`src/rtl/ptw_pkg.sv`:
```
package ptw_pkg;

  // Position of the present flag inside every table entry.
  localparam int PRESENT_BIT = 0;

  typedef enum logic [1:0] {
    WALK_IDLE   = 2'd0,
    WALK_ROOT   = 2'd1,
    WALK_LEAF   = 2'd2,
    WALK_REPORT = 2'd3
  } walkState_t;

  // Strobes from the sequencer to the datapath.
  typedef struct packed {
    logic capReq;     // latch virtual address and root base, clear result
    logic capTable;   // store leaf-table frame from root entry
    logic capLeaf;    // store data-page frame from leaf entry
    logic faultRoot;  // record fault at the root level
    logic faultLeaf;  // record fault at the leaf level
    logic selLeaf;    // address mux: 0 root entry, 1 leaf entry
  } ptwStrobes_t;

endpackage

```
`src/rtl/ptw_datapath.sv`:
```
module ptw_datapath
  import ptw_pkg::*;
#(
  parameter int ADDR_W     = 32,
  parameter int OFFSET_W   = 12,
  parameter int IDX_W      = 10,
  parameter int ENTRY_LOG2 = 2
) (
  input  logic                         clk,
  input  logic                         rstN,
  input  ptwStrobes_t                  strb,
  input  logic [ADDR_W-1:0]            walkVaddr,
  input  logic [ADDR_W-1:0]            rootBase,
  input  logic [ADDR_W-1:0]            memRspData,
  output logic [ADDR_W-1:0]            memReqAddr,
  output logic                         entryPresent,
  output logic                         resFault,
  output logic                         resLevel,
  output logic [ADDR_W-OFFSET_W-1:0]   resVpn,
  output logic [ADDR_W-OFFSET_W-1:0]   resPfn,
  output logic [ADDR_W-1:0]            resFaultAddr
);

  localparam int FRAME_W  = ADDR_W - OFFSET_W;
  localparam int ROOT_LSB = OFFSET_W + IDX_W;

  logic [ADDR_W-1:0]  vaQ;
  logic [ADDR_W-1:0]  baseQ;
  logic [FRAME_W-1:0] tblFrameQ;
  logic [FRAME_W-1:0] pfnQ;
  logic               faultQ;
  logic               levelQ;

  logic [IDX_W-1:0]   rootIdx;
  logic [IDX_W-1:0]   leafIdx;
  logic [ADDR_W-1:0]  rootEntryAddr;
  logic [ADDR_W-1:0]  leafEntryAddr;
  logic [FRAME_W-1:0] rspFrame;
  logic               unusedRspFlags;

  // Field extraction of the latched virtual address.
  assign rootIdx = vaQ[ROOT_LSB +: IDX_W];
  assign leafIdx = vaQ[OFFSET_W +: IDX_W];

  // Entry addresses: table base plus index scaled by the entry size.
  assign rootEntryAddr = baseQ + (ADDR_W'(rootIdx) << ENTRY_LOG2);
  assign leafEntryAddr = {tblFrameQ, {OFFSET_W{1'b0}}}
                       | (ADDR_W'(leafIdx) << ENTRY_LOG2);

  assign memReqAddr = strb.selLeaf ? leafEntryAddr : rootEntryAddr;

  // Entry decode.
  assign rspFrame       = memRspData[ADDR_W-1:OFFSET_W];
  assign entryPresent   = memRspData[PRESENT_BIT];
  assign unusedRspFlags = ^memRspData[OFFSET_W-1:PRESENT_BIT+1];

  always_ff @(posedge clk) begin
    if (!rstN) begin
      vaQ       <= '0;
      baseQ     <= '0;
      tblFrameQ <= '0;
      pfnQ      <= '0;
      faultQ    <= 1'b0;
      levelQ    <= 1'b0;
    end else begin
      if (strb.capReq) begin
        vaQ    <= walkVaddr;
        baseQ  <= rootBase;
        pfnQ   <= '0;
        faultQ <= 1'b0;
        levelQ <= 1'b0;
      end
      if (strb.capTable) tblFrameQ <= rspFrame;
      if (strb.capLeaf)  pfnQ      <= rspFrame;
      if (strb.faultRoot) begin
        faultQ <= 1'b1;
        levelQ <= 1'b0;
      end
      if (strb.faultLeaf) begin
        faultQ <= 1'b1;
        levelQ <= 1'b1;
      end
    end
  end

  assign resFault     = faultQ;
  assign resLevel     = levelQ;
  assign resVpn       = vaQ[ADDR_W-1:OFFSET_W];
  assign resPfn       = pfnQ;
  assign resFaultAddr = vaQ;

endmodule

```
`src/rtl/ptw_control.sv`:
```
module ptw_control
  import ptw_pkg::*;
(
  input  logic        clk,
  input  logic        rstN,
  input  logic        walkValid,
  input  logic        memReqReady,
  input  logic        memRspValid,
  input  logic        entryPresent,
  output logic        walkReady,
  output logic        memReqValid,
  output logic        resValid,
  output ptwStrobes_t strb
);

  walkState_t stateQ, stateD;
  logic       waitQ, waitD;   // a read has been accepted and awaits data

  always_comb begin
    stateD      = stateQ;
    waitD       = waitQ;
    strb        = '0;
    walkReady   = 1'b0;
    memReqValid = 1'b0;
    resValid    = 1'b0;

    unique case (stateQ)
      WALK_IDLE: begin
        walkReady = 1'b1;
        if (walkValid) begin
          strb.capReq = 1'b1;
          stateD      = WALK_ROOT;
        end
      end

      WALK_ROOT: begin
        strb.selLeaf = 1'b0;
        memReqValid  = !waitQ;
        if (!waitQ && memReqReady) waitD = 1'b1;
        if (waitQ && memRspValid) begin
          waitD = 1'b0;
          if (entryPresent) begin
            strb.capTable = 1'b1;
            stateD        = WALK_LEAF;
          end else begin
            strb.faultRoot = 1'b1;
            stateD         = WALK_REPORT;
          end
        end
      end

      WALK_LEAF: begin
        strb.selLeaf = 1'b1;
        memReqValid  = !waitQ;
        if (!waitQ && memReqReady) waitD = 1'b1;
        if (waitQ && memRspValid) begin
          waitD = 1'b0;
          if (entryPresent) strb.capLeaf   = 1'b1;
          else              strb.faultLeaf = 1'b1;
          stateD = WALK_REPORT;
        end
      end

      WALK_REPORT: begin
        resValid = 1'b1;
        stateD   = WALK_IDLE;
      end

      default: stateD = WALK_IDLE;
    endcase
  end

  always_ff @(posedge clk) begin
    if (!rstN) begin
      stateQ <= WALK_IDLE;
      waitQ  <= 1'b0;
    end else begin
      stateQ <= stateD;
      waitQ  <= waitD;
    end
  end

endmodule

```
`src/rtl/pt_walker.sv`:
```
module pt_walker #(
  parameter int ADDR_W     = 32,
  parameter int OFFSET_W   = 12,
  parameter int IDX_W      = 10,
  parameter int ENTRY_LOG2 = 2
) (
  input  logic                       clk,
  input  logic                       rstN,
  input  logic                       walkValid,
  output logic                       walkReady,
  input  logic [ADDR_W-1:0]          walkVaddr,
  input  logic [ADDR_W-1:0]          rootBase,
  output logic                       memReqValid,
  input  logic                       memReqReady,
  output logic [ADDR_W-1:0]          memReqAddr,
  input  logic                       memRspValid,
  input  logic [ADDR_W-1:0]          memRspData,
  output logic                       resValid,
  output logic                       resFault,
  output logic                       resLevel,
  output logic [ADDR_W-OFFSET_W-1:0] resVpn,
  output logic [ADDR_W-OFFSET_W-1:0] resPfn,
  output logic [ADDR_W-1:0]          resFaultAddr
);

  ptw_pkg::ptwStrobes_t strb;
  logic                 entryPresent;

  ptw_control u_ctrl (
    .clk          (clk),
    .rstN         (rstN),
    .walkValid    (walkValid),
    .memReqReady  (memReqReady),
    .memRspValid  (memRspValid),
    .entryPresent (entryPresent),
    .walkReady    (walkReady),
    .memReqValid  (memReqValid),
    .resValid     (resValid),
    .strb         (strb)
  );

  ptw_datapath #(
    .ADDR_W     (ADDR_W),
    .OFFSET_W   (OFFSET_W),
    .IDX_W      (IDX_W),
    .ENTRY_LOG2 (ENTRY_LOG2)
  ) u_dp (
    .clk          (clk),
    .rstN         (rstN),
    .strb         (strb),
    .walkVaddr    (walkVaddr),
    .rootBase     (rootBase),
    .memRspData   (memRspData),
    .memReqAddr   (memReqAddr),
    .entryPresent (entryPresent),
    .resFault     (resFault),
    .resLevel     (resLevel),
    .resVpn       (resVpn),
    .resPfn       (resPfn),
    .resFaultAddr (resFaultAddr)
  );

endmodule

```
`config.mk`:
```
export PLATFORM = sky130hd
export DESIGN_NAME = pt_walker
export DESIGN_NICKNAME = d
export VERILOG_FILES = /design/src/rtl/ptw_pkg.sv /design/src/rtl/ptw_datapath.sv /design/src/rtl/ptw_control.sv /design/src/rtl/pt_walker.sv
export SDC_FILE = /design/constraint.sdc
export NUM_CORES = 1
export LEC_CHECK = 0
export BUFFER_PORTS_ARGS = -buffer_cell sky130_fd_sc_hd__clkbuf_2
export CORE_MARGIN = 1.5
export CORE_UTILIZATION = 24
export CTS_CLUSTER_SIZE = 25
export DETAILED_ROUTE_END_ITERATION = 8
export PLACE_DENSITY = 0.48
export SLEW_MARGIN = 40
export SYNTH_ARGS = -nofsm -noshare
export SYNTH_HDL_FRONTEND = slang
export SYNTH_HIERARCHICAL = 1
export SYNTH_SLANG_ARGS = --single-unit
```
`constraint.sdc`:
```
create_clock -name clk -period 2.1 [get_ports clk]
set_input_delay 0.21 -clock clk [delete_from_list [all_inputs] [get_ports clk]]
set_output_delay 0.21 -clock clk [all_outputs]
set_load 0.01 [all_outputs]
```
==> results.md <==
Detailed routing:
- The final routed wire length divided by cell count is 15.1 um.
- The number of antenna-violating nets in the routed design is 0.
- Wires add up to 17.4 mm.
- Using the TritonRoute via totals, the vias-per-cell ratio works out to 4.22.
- The routed layout has 4878 vias.
- The DRC violation total after the first TritonRoute iteration is 279.
- The first-pass detailed-route iteration total is 4.
- After detailed routing, the number of remaining DRC violations is 0.

Floorplanning:
- The initial utilization of the core area, before any placement, comes to 0.245.
- In this run the count of I/O pins placed on the die edge is 210.
- The initialized floorplan defines 56 standard-cell rows.
- The total core area is 23500 um2.
- Measured along the x axis, the die boundary spans 158 um.
- The vertical die dimension is 158 um.
- The floorplan die area is 25000 um2.

Global routing:
- The total routing resource utilization after global routing is 0.141.
- Entering global routing, the biggest net connects 61 pins.
- The global-route wire length before repair is 26.8 mm.
- The number of antenna violations at the first check in global routing is 0.
- The global route total overflow is 0.
- The via count of the first global-routing pass is 4721.

Yosys:
- After synthesis the cells add up to 5780 um2.
- In this run, synthesis inferred 0 flip-flops with an integrated enable.
- The post-synthesis sequential element count is 109.
- A synthesized cell averages 9.41 um2.
- The number of unique standard cell types used by synthesis is 51.
- The number of warnings printed during yosys synthesis is 6.
- The most used flip-flop cell after synthesis is sky130_fd_sc_hd__dfxtp_1.
- Of all flip-flops after synthesis, the portion carrying an async set or reset was 0.
- The number of nets produced by synthesis is 730.
- The number of standard cells after synthesis is 614.
- The sequential element share of the synthesized area is 0.378.

Run status:
- The checks that failed: setup timing.
- The run finished, with violations left.

Critical path:
- The worst setup path is captured at an output port.
- The top fanout value on the critical path is 8.
- STA classifies the critical path startpoint as a flop.
- The critical path in this run is classified as reg2out.
- The master of the slowest instance on the critical path is sky130_fd_sc_hd__fa_2.
- The worst path arrival time is 2.49 ns.
- The largest stage delay on the critical path is 0.37 ns.
- Traced cell by cell, the critical path runs through ha_4 > fa_2 > a21oi_2 > o211ai_2 > a31oi_4 > buf_12 > a2111oi_4 > xor2_1 > mux2_4 > buf_6.
- The data required time at the worst endpoint is 1.89 ns.

Power:
- The fraction of power consumed by combinational cells is 0.409.
- Power spread over the standard cell area amounts to 898 nW/um2.
- The peak supply drop is 0.000330 V.
- The part of the power in registers is 0.339.
- The switching fraction of total power is 0.366.
- The proportion of power drawn by the clock network is 0.252.
- The internal power of the cells totals 4.75 mW.
- In this run the static leakage power is 3.46 nW.
- The switching power of the nets is 2.74 mW.

STA:
- Of the available clock period, the critical path in the final layout requires 1.29.
- The post-route worst setup slack is -0.604 ns.
- Derived from the worst setup path, the maximum achievable clock frequency is 0.370 GHz.
- Between clock sinks in the finished design, the worst skew comes to 0.0107 ns.
- The max-slew violation count came to 0.
- For the pin with the worst max-slew slack, the measured transition is 0.555 ns.
- The minimum clock period after layout is 2.70 ns.
- Headroom to the max-slew limit came out at 0.629.
- Setup repair after global routing could not meet its margin everywhere.
- Setup violations remaining at the end of the flow were counted as 26.
- The final count of hold timing violations is 0.

Cells and area:
- The final antenna diode count is 0.
- The layout cell share with drive strength beyond 1 is 0.431.
- The area occupied by registers is 2190 um2.
- Excluding fillers, the count of instances in the completed layout stands at 1157.
- The post-route standard cell area excluding fillers is 8330 um2.
- In the final layout, the multi-input gates occupy 3670 um2.
- The growth of design area from synthesis to finish is 44.2%.
- The final layout contains 949 nets.
- The filler cells instantiated in the layout total 2489.

Clock tree:
- The clock tree buffer depth is 2.
- TritonCTS built the clock tree.
- Buffers inserted during clock tree synthesis total 9.
- Clock-pin slew was measured on the worst setup and hold paths at 0.08 ns.
- The clock reaches the later pin of the worst-skew pair after 0.36 ns.
- The clock net in this run drives a total of 109 sinks.
- The CTS root buffer is sky130_fd_sc_hd__clkbuf_16.
- The H-tree generated during clock tree synthesis spans 3 levels.

Placed design:
- Detailed placement ended at an HPWL of 12.9 mm.
- The placed instance area is 7510 um2.
- The cell count after placement is 1136.
- The number of buffers added on ports is 198.
- Routability-driven placement finished with a final weighted congestion of 0.770.

Job:
- Across the run, the number of max-cap violations was 0.

Worst hold path:
- In this run the worst hold path is classified as in2reg.
area by class of cell:
class	instances	area share
clock buffers	9	0.0270
clock inverters	7	0.0111
inverters	11	0.00496
multi-input cells	429	0.441
flip-flops and latches	109	0.263
well taps	319	0.0479
repair buffers	273	0.205
power groups by stage:
stage          registers [mW]  logic, mW  clock network, mW
2_1_floorplan            2.59       1.79                  0
3_3_place_gp             2.57       2.89                  0
3_5_place_dp             2.57       2.88                  0
4_1_cts                  2.54       2.98               1.96
5_1_grt                  2.58       3.32               2.06
6_report                 2.54       3.06               1.88
critical path, delay by kind of cell, from the launching register on:
| kind | cells | cell delay, ns |
|---|---|---|
| xor+xnor | 1 | 0.15 |
| compound gates | 4 | 0.53 |
| buf+inv | 2 | 0.29 |
| flops | 1 | 0.34 |
| mux | 1 | 0.29 |
| fa+ha+maj | 2 | 0.53 |
cell usage after synthesis, types with 3 or more instances:
cell | count | area (um2)
sky130_fd_sc_hd__nor2b_1 | 110 | 688
sky130_fd_sc_hd__a2111oi_2 | 4 | 60.1
sky130_fd_sc_hd__ha_1 | 14 | 175
sky130_fd_sc_hd__nand3_1 | 10 | 50.1
sky130_fd_sc_hd__nand2_1 | 36 | 135
sky130_fd_sc_hd__mux2_2 | 6 | 67.6
sky130_fd_sc_hd__xor2_1 | 10 | 87.6
sky130_fd_sc_hd__nand4_1 | 3 | 18.8
sky130_fd_sc_hd__and3_1 | 3 | 18.8
sky130_fd_sc_hd__nor3_1 | 4 | 20.0
sky130_fd_sc_hd__a211oi_1 | 5 | 37.5
sky130_fd_sc_hd__mux2i_1 | 86 | 861
sky130_fd_sc_hd__inv_1 | 10 | 37.5
sky130_fd_sc_hd__o21ai_0 | 19 | 95.1
sky130_fd_sc_hd__a2111oi_0 | 3 | 26.3
sky130_fd_sc_hd__a21oi_1 | 31 | 155
sky130_fd_sc_hd__nor2_1 | 10 | 37.5
sky130_fd_sc_hd__buf_4 | 31 | 233
sky130_fd_sc_hd__xnor2_1 | 14 | 123
sky130_fd_sc_hd__clkbuf_1 | 29 | 109
sky130_fd_sc_hd__o21ai_1 | 4 | 20.0
sky130_fd_sc_hd__a21o_1 | 6 | 45.0
sky130_fd_sc_hd__nor3b_1 | 21 | 158
sky130_fd_sc_hd__buf_1 | 5 | 18.8
sky130_fd_sc_hd__a2111oi_1 | 3 | 30.0
sky130_fd_sc_hd__dfxtp_1 | 109 | 2180
cell usage in the layout (no fill, tap or decap), types with 10 or more instances in the layout:
master,synthesis,routed
sky130_fd_sc_hd__xnor2_1,14,12
sky130_fd_sc_hd__o21ai_1,4,20
sky130_fd_sc_hd__buf_6,0,11
sky130_fd_sc_hd__a21oi_1,31,24
sky130_fd_sc_hd__mux2i_1,86,86
sky130_fd_sc_hd__buf_2,0,11
sky130_fd_sc_hd__nand2_1,36,35
sky130_fd_sc_hd__clkbuf_2,0,178
sky130_fd_sc_hd__dfxtp_1,109,101
sky130_fd_sc_hd__nor2b_1,110,110
sky130_fd_sc_hd__nor3b_1,21,21
sky130_fd_sc_hd__inv_1,10,10
sky130_fd_sc_hd__buf_4,31,66
kinds of logic (layout without fill, tap and decap cells):
| kind of cell | Yosys count | in the layout | share of synthesized area |
|---|---|---|---|
| XOR/XNOR | 24 | 24 | 0.0364 |
| adder cells (fa/ha/maj) | 15 | 15 | 0.0338 |
| AO/OA/AOI/OAI | 95 | 95 | 0.118 |
| multiplexers | 92 | 92 | 0.161 |
| AND/OR/NAND/NOR | 203 | 203 | 0.204 |
| flip-flops | 109 | 109 | 0.378 |
| buffers and inverters | 76 | 300 | 0.0695 |
layer usage:
metal	track usage	up-vias	part of all wire
li1	-	2529	-
met1	0.199	2223	0.50
met2	0.209	104	0.44
met3	0.0227	22	0.035
met4	0.0596	0	0.022
met5	0	-	0
registers in the layout (all words and copies together) (netlist names):
| register | flops |
|---|---|
| u_dp/resPfn | 20 |
| u_dp/resFaultAddr | 32 |
| u_ctrl/waitQ | 1 |
| u_dp/resFault | 1 |
| u_dp/baseQ | 32 |
| u_dp/resLevel | 1 |
| u_dp/tblFrameQ | 20 |
| u_ctrl/stateQ | 2 |
stage by stage:
stage / setup TNS, ns / setup WS, ns / hold slack (ns) / power [mW] / utilization
2_1_floorplan: -1.48 / -0.189 / 0.326 / 4.38 / -
3_3_place_gp: -5.07 / -0.306 / 0.467 / 5.46 / 0.319
3_5_place_dp: -5.24 / -0.331 / 0.477 / 5.45 / 0.319
4_1_cts: -13.09 / -0.614 / 0.0859 / 7.48 / 0.343
5_1_grt: -15.03 / -0.730 / 0.101 / 7.96 / 0.354
6_report: -11.85 / -0.604 / 0.103 / 7.48 / 0.354
final timing paths:
path / from / end / slack, ns / cells past startpoint
max reg2reg: u_ctrl/stateQ[0] / u_dp/resFaultAddr[28] / 0.33 / 6
min: walkVaddr[7] / u_dp/resFaultAddr[7] / 0.10 / 3
max: u_dp/resFaultAddr[22] / memReqAddr[28] / -0.60 / 10
min reg2reg: u_dp/baseQ[0] / u_dp/baseQ[0] / 0.52 / 2
timing repair:
action | CTS | global route
gates resized for setup | 48 | 54
pin swaps | 25 | 28
setup endpoints to repair | 27 | 29
hold buffers | 0 | 0
setup buffers | 1 | 8
Note: power is estimated with default switching activity, not from simulation.
